`src/rtl/vram_port_pkg.sv`:
```
package vram_port_pkg;

    typedef enum logic [1:0] {
        ST_IDLE     = 2'd0,
        ST_FETCH_LO = 2'd1,
        ST_FETCH_HI = 2'd2
    } fetch_state_t;

    localparam logic [2:0] SEL_CTRL    = 3'd0;
    localparam logic [2:0] SEL_ADDR_LO = 3'd1;
    localparam logic [2:0] SEL_ADDR_HI = 3'd2;
    localparam logic [2:0] SEL_DATA_LO = 3'd3;
    localparam logic [2:0] SEL_DATA_HI = 3'd4;

    localparam int WORD_W = 16;
    localparam int BYTE_ADDR_W = WORD_W + 1;

    function automatic logic [7:0] step_of(input logic [1:0] code);
        logic [7:0] s;
        unique case (code)
            2'd0:    s = 8'd1;
            2'd1:    s = 8'd32;
            default: s = 8'd128;
        endcase
        return s;
    endfunction

endpackage

```
`src/rtl/vram_remap.sv`:
```
module vram_remap
    import vram_port_pkg::*;
(
    input  logic [WORD_W-1:0] word_in,
    input  logic [1:0]        mode,
    output logic [WORD_W-1:0] word_out
);

    logic [WORD_W-1:0] cand [4];

    assign cand[0] = word_in;

    for (genvar k = 1; k < 4; k++) begin : g_mode
        localparam int LOW = 4 + k;
        assign cand[k] = {word_in[WORD_W-1:LOW+3],
                          word_in[LOW-1:0],
                          word_in[LOW+2:LOW]};
    end

    assign word_out = cand[mode];

endmodule

```
`src/rtl/vram_gate.sv`:
```
module vram_gate #(
    parameter int VCNT_W = 9,
    parameter int H_NORM = 225,
    parameter int H_OVER = 240
) (
    input  logic              display_off,
    input  logic              overscan,
    input  logic [VCNT_W-1:0] vcount,
    output logic              open
);

    localparam logic [VCNT_W-1:0] LIM_NORM = VCNT_W'(H_NORM);
    localparam logic [VCNT_W-1:0] LIM_OVER = VCNT_W'(H_OVER);

    logic [VCNT_W-1:0] limit;

    assign limit = overscan ? LIM_OVER : LIM_NORM;
    assign open  = display_off || (vcount >= limit);

endmodule

```
`src/rtl/vram_fetch_fsm.sv`:
```
module vram_fetch_fsm
    import vram_port_pkg::*;
(
    input  logic clk,
    input  logic rst_n,
    input  logic start,
    output logic busy,
    output logic cap_lo,
    output logic cap_hi
);

    fetch_state_t state, state_nx;

    always_ff @(posedge clk or negedge rst_n) begin
        if (!rst_n) state <= ST_IDLE;
        else        state <= state_nx;
    end

    always_comb begin
        state_nx = state;
        unique case (state)
            ST_IDLE:     if (start) state_nx = ST_FETCH_LO;
            ST_FETCH_LO: state_nx = ST_FETCH_HI;
            ST_FETCH_HI: state_nx = ST_IDLE;
            default:     state_nx = ST_IDLE;
        endcase
    end

    always_comb begin
        busy   = 1'b0;
        cap_lo = 1'b0;
        cap_hi = 1'b0;
        unique case (state)
            ST_IDLE:     ;
            ST_FETCH_LO: begin busy = 1'b1; cap_lo = 1'b1; end
            ST_FETCH_HI: begin busy = 1'b1; cap_hi = 1'b1; end
            default:     ;
        endcase
    end


    start_to_lo_chk: assert property (@(posedge clk) disable iff (!rst_n)
        (state == ST_IDLE && start) |=> (state == ST_FETCH_LO));

    lo_to_hi_chk: assert property (@(posedge clk) disable iff (!rst_n)
        (state == ST_FETCH_LO) |=> (state == ST_FETCH_HI));

    hi_to_idle_chk: assert property (@(posedge clk) disable iff (!rst_n)
        (state == ST_FETCH_HI) |=> (state == ST_IDLE));

endmodule

```
`src/rtl/vram_port.sv`:
```
module vram_port
    import vram_port_pkg::*;
#(
    parameter int VCNT_W = 9,
    parameter int H_NORM = 225,
    parameter int H_OVER = 240
) (
    input  logic                   clk,
    input  logic                   rst_n,
    input  logic                   reg_wr,
    input  logic [2:0]             reg_sel,
    input  logic [7:0]             reg_wdata,
    input  logic                   display_off,
    input  logic                   overscan,
    input  logic [VCNT_W-1:0]      vcount,
    output logic [BYTE_ADDR_W-1:0] mem_addr,
    output logic                   mem_we,
    output logic [7:0]             mem_wdata,
    input  logic [7:0]             mem_rdata,
    output logic                   busy,
    output logic [15:0]            rd_buf
);

    logic [WORD_W-1:0]      word_addr;
    logic [WORD_W-1:0]      mapped;
    logic                   inc_hi;
    logic [1:0]             map_mode;
    logic [1:0]             step_code;
    logic [WORD_W-1:0]      step_val;
    logic                   open;
    logic                   accept, start, cap_lo, cap_hi;
    logic                   is_data_lo, is_data_hi, advance;
    logic [BYTE_ADDR_W-1:0] base_byte;

    vram_remap u_remap (
        .word_in  (word_addr),
        .mode     (map_mode),
        .word_out (mapped)
    );

    vram_gate #(.VCNT_W(VCNT_W), .H_NORM(H_NORM), .H_OVER(H_OVER)) u_gate (
        .display_off (display_off),
        .overscan    (overscan),
        .vcount      (vcount),
        .open        (open)
    );

    vram_fetch_fsm u_fsm (
        .clk    (clk),
        .rst_n  (rst_n),
        .start  (start),
        .busy   (busy),
        .cap_lo (cap_lo),
        .cap_hi (cap_hi)
    );

    assign accept     = reg_wr && !busy;
    assign start      = accept && (reg_sel == SEL_ADDR_LO || reg_sel == SEL_ADDR_HI);
    assign is_data_lo = accept && (reg_sel == SEL_DATA_LO);
    assign is_data_hi = accept && (reg_sel == SEL_DATA_HI);
    assign advance    = (is_data_lo && !inc_hi) || (is_data_hi && inc_hi);
    assign step_val   = {8'd0, step_of(step_code)};
    assign base_byte  = {mapped, 1'b0};

    assign mem_addr  = (cap_hi || is_data_hi) ? (base_byte | BYTE_ADDR_W'(1)) : base_byte;
    assign mem_we    = (is_data_lo || is_data_hi) && open;
    assign mem_wdata = reg_wdata;

    always_ff @(posedge clk or negedge rst_n) begin
        if (!rst_n) begin
            word_addr <= '0;
            inc_hi    <= 1'b0;
            map_mode  <= 2'd0;
            step_code <= 2'd0;
        end else if (accept) begin
            if (reg_sel == SEL_CTRL) begin
                inc_hi    <= reg_wdata[7];
                map_mode  <= reg_wdata[3:2];
                step_code <= reg_wdata[1:0];
            end else if (reg_sel == SEL_ADDR_LO) begin
                word_addr[7:0] <= reg_wdata;
            end else if (reg_sel == SEL_ADDR_HI) begin
                word_addr[15:8] <= reg_wdata;
            end else if (advance) begin
                word_addr <= word_addr + step_val;
            end
        end
    end

    always_ff @(posedge clk or negedge rst_n) begin
        if (!rst_n) begin
            rd_buf <= '0;
        end else if (cap_lo) begin
            rd_buf[7:0] <= open ? mem_rdata : 8'h00;
        end else if (cap_hi) begin
            rd_buf[15:8] <= open ? mem_rdata : 8'h00;
        end
    end


    gate_closed_chk: assert property (@(posedge clk) disable iff (!rst_n)
        (mem_we && !display_off && !overscan) |-> (vcount >= VCNT_W'(H_NORM)));

    busy_no_write_chk: assert property (@(posedge clk) disable iff (!rst_n)
        busy |-> !mem_we);

    addr_step_chk: assert property (@(posedge clk) disable iff (!rst_n)
        advance |=> (word_addr == $past(word_addr) + $past(step_val)));

    refill_zero_chk: assert property (@(posedge clk) disable iff (!rst_n)
        (cap_lo && !open) |=> (rd_buf[7:0] == 8'h00));

    busy_addr_hold_chk: assert property (@(posedge clk) disable iff (!rst_n)
        busy |=> $stable(word_addr));

endmodule

```
`config.mk`:
```
export PLATFORM = sky130hd
export DESIGN_NAME = vram_port
export DESIGN_NICKNAME = d
export VERILOG_FILES = /design/src/rtl/vram_port_pkg.sv /design/src/rtl/vram_remap.sv /design/src/rtl/vram_gate.sv /design/src/rtl/vram_fetch_fsm.sv /design/src/rtl/vram_port.sv
export SDC_FILE = /design/constraint.sdc
export NUM_CORES = 1
export LEC_CHECK = 0
export ABC_CLOCK_PERIOD_IN_PS = 1690
export CORE_MARGIN = 2
export CORE_UTILIZATION = 45
export DETAILED_ROUTE_END_ITERATION = 7
export DONT_BUFFER_PORTS = 1
export PLACE_DENSITY = 0.72
export SLEW_MARGIN = 20
export SYNTH_ARGS = -nofsm -noshare
export SYNTH_HDL_FRONTEND = slang
export SYNTH_SLANG_ARGS = --single-unit
```
`constraint.sdc`:
```
create_clock -name clk -period 1.69 [get_ports clk]
set_input_delay 0.169 -clock clk [delete_from_list [all_inputs] [get_ports clk]]
set_output_delay 0.169 -clock clk [all_outputs]
set_load 0.01 [all_outputs]
```
Word level (Yosys, flattened, before mapping)
Index checks and enable logic that the tools add are counted.

operators by class
  magnitude comparators = 2
  add/subtract/negate cells = 1
  equality and inequality tests = 9
  reduce and logical (&&, ||, !) cells = 24
  muxes and demuxes = 16
  bitwise logic cells = 4

operator list
  cell                  number
  $mux W16              3
  $bmux W16 S2          1
  $mux W8               4
  $add A16 B8 Y16       1
  $pmux W8 S2           1
  $ge A9 B9 Y1          1
  $reduce_and A4 Y1     2
  $logic_and A1 B1 Y1   7
  $eq A3 B2 Y1 const B  2
  $logic_or A1 B1 Y1    5
  $mux W5               1
  $eq A2 B1 Y1 const B  2
  $logic_not A2 Y1      2
  $mux W1               4
  $ne A2 B2 Y1 const B  2
  $pmux W2 S2           1
  $reduce_and A2 Y1     2
  $reduce_bool A2 Y1    2
  $eq A3 B1 Y1 const B  1
  $eq A3 B3 Y1 const B  1
  $ge A3 B3 Y1 const B  1
  $logic_not A3 Y1      1
  $not A1 Y1            3
  $not A2 Y3            1
  4 further kinds       5

word-level totals
  input bits = 33
  register bits after elaboration = 39
  output and inout bits = 43
  logic and storage cells = 64

Logic depth before layout (Yosys ltp)
  depth after elaboration = 11
  mapped depth = 7
  mapped depth without buffers = 7

By module
A second synthesis with hierarchy kept.

second synthesis, totals
  cells, all modules = 268
  area total of the unflattened synthesis = 2512.4 sq um

by module, submodules not included
  module          cells each  times used  area each (sq um)
  vram_port       229         1           2073.2
  vram_remap      19          1           217.7
  vram_fetch_fsm  11          1           151.4
  vram_gate       9           1           70.1

Least setup slack after synthesis
No wires, ideal clock.

  kind = register -> register
  start = reg u_fsm.state[0]
  end = reg inc_hi
  clock period less this slack = 1.885 ns
  setup time = 0.125 ns
  setup slack = -0.195 ns
  arrival = 1.760 ns
  data required time = 1.565 ns
  cell stages (with the launch flop) = 7
  cells stage by stage = dfrtp_1 > inv_1 > ha_1 > nand2b_1 > clkbuf_1 > nor4_4 > mux2_2

between the ends
  longest elaborated chain between the ends = 6
  elaborated cells on any way between the ends = 7

RTL lines
  element                                              RTL line              RTL
  from (decl)                                          vram_fetch_fsm.sv:12  fetch_state_t state, state_nx;
  from (signal assigned)                               vram_fetch_fsm.sv:16  else state <= state_nx;
  $eq A2 B2 Y1 / $eq A2 B1 Y1 (equally long branches)  vram_fetch_fsm.sv:33  unique case (state)
  $reduce_or A2 Y1 (no source line) *                  n/a
  $mux W1 *                                            vram_fetch_fsm.sv:33
  via busy                                             vram_port.sv:20       output logic busy,
  $logic_not A1 Y1 *                                   vram_port.sv:57       assign accept = reg_wr && !busy;
  $logic_and A1 B1 Y1 *                                vram_port.sv:57
  $reduce_and A2 Y1 (no source line) *                 n/a
  to (signal assigned)                                 vram_port.sv:77       inc_hi <= reg_wdata[7];
  to (decl)                                            vram_port.sv:26       logic inc_hi;

Mark *: on every way through the listed nets, which the timed path passes. The rest lies on a longest branch.
A chain may end at the register's enable or synchronous reset.

Final worst setup path
  start = reg step_code[0]
  end = reg word_addr[5]

between the ends
  longest elaborated chain between the ends = 6
  elaborated cells on any way between the ends = 7

RTL lines
  element                                                  RTL line             RTL
  from (decl)                                              vram_port.sv:28      logic [1:0] step_code;
  from (signal assigned)                                   vram_port.sv:79      step_code <= reg_wdata[1:0];
  $eq A2 B1 Y1 / $logic_not A2 Y1 (equally long branches)  vram_port_pkg.sv:20  unique case (code)
  $pmux W8 S2 *                                            vram_port_pkg.sv:20
  $add A16 B8 Y16 *                                        vram_port.sv:85      word_addr <= word_addr + step_val;
  $mux W16 *                                               vram_port.sv:84      end else if (advance) begin
  $mux W8 *                                                vram_port.sv:82      end else if (reg_sel == SEL_ADDR_HI) begin
  $mux W8 *                                                vram_port.sv:80      end else if (reg_sel == SEL_ADDR_LO) begin
  to (signal assigned)                                     vram_port.sv:81      word_addr[7:0] <= reg_wdata;
  to (signal assigned)                                     vram_port.sv:85
  to (decl)                                                vram_port.sv:24      logic [WORD_W-1:0] word_addr;

Every way passes the cells marked *; elsewhere a longest branch is shown, timed or not. The select of a mux whose other input is x is not followed.

==> metrics.yaml <==
status: "finished with violations"
violations: "setup timing"
stdcell_count: 365
gp_congestion: 0.9631
grt_overflow: 0
worst_pin_slew_ns: 0.7614
clk_latency_ns: 0.30
final_util: 0.5549
cp_max_fo: 4
critPathSlowestCell: "dfrtp_1"
p_leak_nw: 1.290
path_clk_slew_ns: 0.09
clk_path_buf_depth: 2
num_rows: 28
syn-instance-count: 271
tns_ns: -1.445
setup-violations-final: 15
peakVddDrop_uv: 660.2
max_freq_mhz: 529.4
drv_cap: 0
drive_gt1_frac: 0.3552
n_antenna_cell: 0
first_global_vias: 2166
die_height_um: 80.90
multi_input_area_mm2: 0.001649
path_class: "reg -> reg"
synth_seq_cells: 39
drt_pass1_iterations: 5
gr-usage-all-layers: 0.2091
synth_top_area_cell: "dfrtp_1"
hp-class: "in -> reg"
dr_wl_met2_um: 3655
drt-total-wl_um: 7343
relSlewSlack: 0.4924
crit_family: "compound AO/OA/AOI/OAI gates"
maxSlewViolCount: 0
finalCritPeriodShare: 1.118
clock_skew_ns: 0.007349
dr_wl_met3_um: 550
drc: 0
cts_root_buf: "clkbuf_8"
seqCellArea_um2: 977.2
yosys_warnings: 0
ys.flop_type: "dfrtp_1"
initial_core_util: 0.4576
crit_path_max_incr_delay_ns: 0.40
antenna_found_initial: 0
wl_met1_um: 2902
clock-sinks: 39
htree_levels: 2
wl_per_cell_um: 20.12
arrival_ns: 2.08
port_buffers: 0
drt-initial-drc-count: 154
grt_pass1_wl_um: 10680
postSynthNetCount: 315
ant_nets: 0
top_layer: "met4"
ys_types: 57
rsz0062_at_grt: "true"
synth.avg_cell_area_um2: 9.820
ys_top_cells_by_area: "dfrtp_1, mux2i_1, mux2_2"
hold_viol: 0
fin_ws_ns: -0.1990
power.density_mw_per_mm2: 1802
vias: 2293
crit_chain: "buf_4 -> nor2_2 -> ha_2 -> buf_4 -> nand3_1 -> o21ai_0 -> a31oi_1 -> mux2_2"
fin_nets: 333
die_w_um: 80.90
dp_hpwl_um: 4868
grt_max_degree: 40
required_ns: 1.88
async_flop_share: 1.000
fin_crit_ns: 1.889
critPathLaunchType: "flip-flop"
synthToLayoutAreaGrowth_pct: 21.25
fp.coreArea_mm2: 0.005816
dieArea_mm2: 0.006545
synthesis.area_mm2: 0.002661
tritoncts: "yes"
fillCellCount: 503
io_pins: 76
end_kind: "flip-flop"
crit_buf_inv: 2
ys_seq_area_frac: 0.3667
synth-edff-count: 0
cts_buffers: 5
worst_path_most_repeated_cell: "buf_4"
yosysTopAreaCellShare: 0.3667
viasPerCell: 6.282
dp.cells: 347
-- area by class of cell --
| type | count | share of cell area |
|---|---|---|
| clock buffers | 5 | 0.02133 |
| clock inverters | 3 | 0.01435 |
| inverters | 4 | 0.004653 |
| multi-input cells | 196 | 0.5111 |
| flip-flops and latches | 39 | 0.3028 |
| well taps | 75 | 0.02908 |
| repair buffers | 43 | 0.1167 |
-- cell usage in the layout (no fill, tap or decap), types with 3 or more instances in the layout --
cell	n
mux4_2	3
mux2_4	3
a21oi_1	20
a2bb2oi_1	3
dfrtp_1	38
a22oi_1	5
mux2_2	10
nor2b_1	3
clkbuf_8	5
ha_1	6
nand3_1	5
mux2i_1	16
ha_4	4
o211ai_1	9
nand2_1	23
buf_6	7
nor2_1	6
o21ai_0	12
buf_4	33
a31oi_1	5
nor2_2	3
nand4_1	4
-- state kept, by name, summed over array words and instances, names as in the netlist --
| register | flops |
|---|---|
| inc_hi | 1 |
| word_addr | 16 |
| rd_buf | 16 |
| map_mode | 2 |
| u_fsm.state | 2 |
| step_code | 2 |
-- routing by layer --
layer	up-vias	global-route usage
met5	-	0
met1	1148	0.2646
li1	1032	-
met4	0	0.06949
met3	25	0.06778
met2	88	0.3380
-- worst reg2reg max path: stages (launching register included) --
cell and delay, ns:
dfrtp_1 0.40, buf_4 0.14, nor2_2 0.08, ha_2 0.21, buf_4 0.13, nand3_1 0.12, o21ai_0 0.28, a31oi_1 0.13
mux2_2 0.29
-- where the power goes --
part           leakage, nW  internal (W)  switching, W
clock network       0.0548      0.000445      0.000373
registers            0.455       0.00132      0.000518
logic                0.780       0.00161       0.00155
-- repair_timing --
action / 4_1_cts / 5_1_grt
resized for setup: 10 / 31
endpoints found under the hold margin: 39 / 0
hold buffers: 2 / 0
pin swaps: 4 / 18
buffers inserted: 2 / 7
setup endpoints to repair: 24 / 20
-- logic make-up (layout without fill, tap and decap cells) --
logic type               count (synthesis)  count (layout)  synth area share
multiplexers                            32              32            0.1406
adder cells (fa/ha/maj)                 11              11           0.05172
flip-flops                              39              39            0.3667
buffers and inverters                   36              55           0.08415
AO/OA/AOI/OAI                           82              82            0.2088
AND/OR/NAND/NOR                         69              69            0.1415
XOR/XNOR                                 2               2          0.006583
-- Yosys cell counts, types with 4 or more instances --
| master | count |
|---|---|
| mux2_2 | 13 |
| nand3_1 | 6 |
| nand2_1 | 23 |
| mux2i_1 | 16 |
| dfrtp_1 | 39 |
| nand4_1 | 4 |
| a22oi_1 | 5 |
| buf_2 | 5 |
| inv_1 | 4 |
| nor2_1 | 9 |
| nor2b_1 | 4 |
| buf_4 | 16 |
| clkbuf_1 | 6 |
| o211ai_1 | 9 |
| a21oi_1 | 20 |
| o21ai_0 | 14 |
| ha_1 | 11 |
| a31oi_1 | 7 |
-- stage by stage --
| stage | setup WS (ns) | cell area [µm²] | hold WS (ns) | total power (W) |
|---|---|---|---|---|
| 2_1_floorplan | -0.1768 | 2704 | -0.1266 | 0.003605 |
| 3_3_place_gp | -0.03403 | 2826 | -0.1252 | 0.004306 |
| 3_5_place_dp | -0.08974 | 2826 | -0.1254 | 0.004391 |
| 4_1_cts | -0.1005 | 3033 | 0.006164 | 0.005358 |
| 5_1_grt | -0.2725 | 3227 | 0.002024 | 0.006176 |
| 6_report | -0.1990 | 3227 | 0.006266 | 0.005813 |
-- final timing paths --
kind	from	to	slack [ns]	cells after the start
worst min register to register	rd_buf[9]$_DFFE_PN0P_	rd_buf[9]$_DFFE_PN0P_	0.63	2
worst min-delay path	reg_wdata[2]	map_mode[0]$_DFFE_PN0P_	0.006	1
min in group asynchronous	rst_n	word_addr[11]$_DFFE_PN0P_	0.32	2
worst max register to register	step_code[0]$_DFFE_PN0P_	word_addr[5]$_DFFE_PN0P_	-0.20	8
max in group asynchronous	rst_n	step_code[1]$_DFFE_PN0P_	1.16	2
worst max-delay path	step_code[0]$_DFFE_PN0P_	word_addr[5]$_DFFE_PN0P_	-0.20	8
Note: power is estimated with default switching activity, not from simulation.
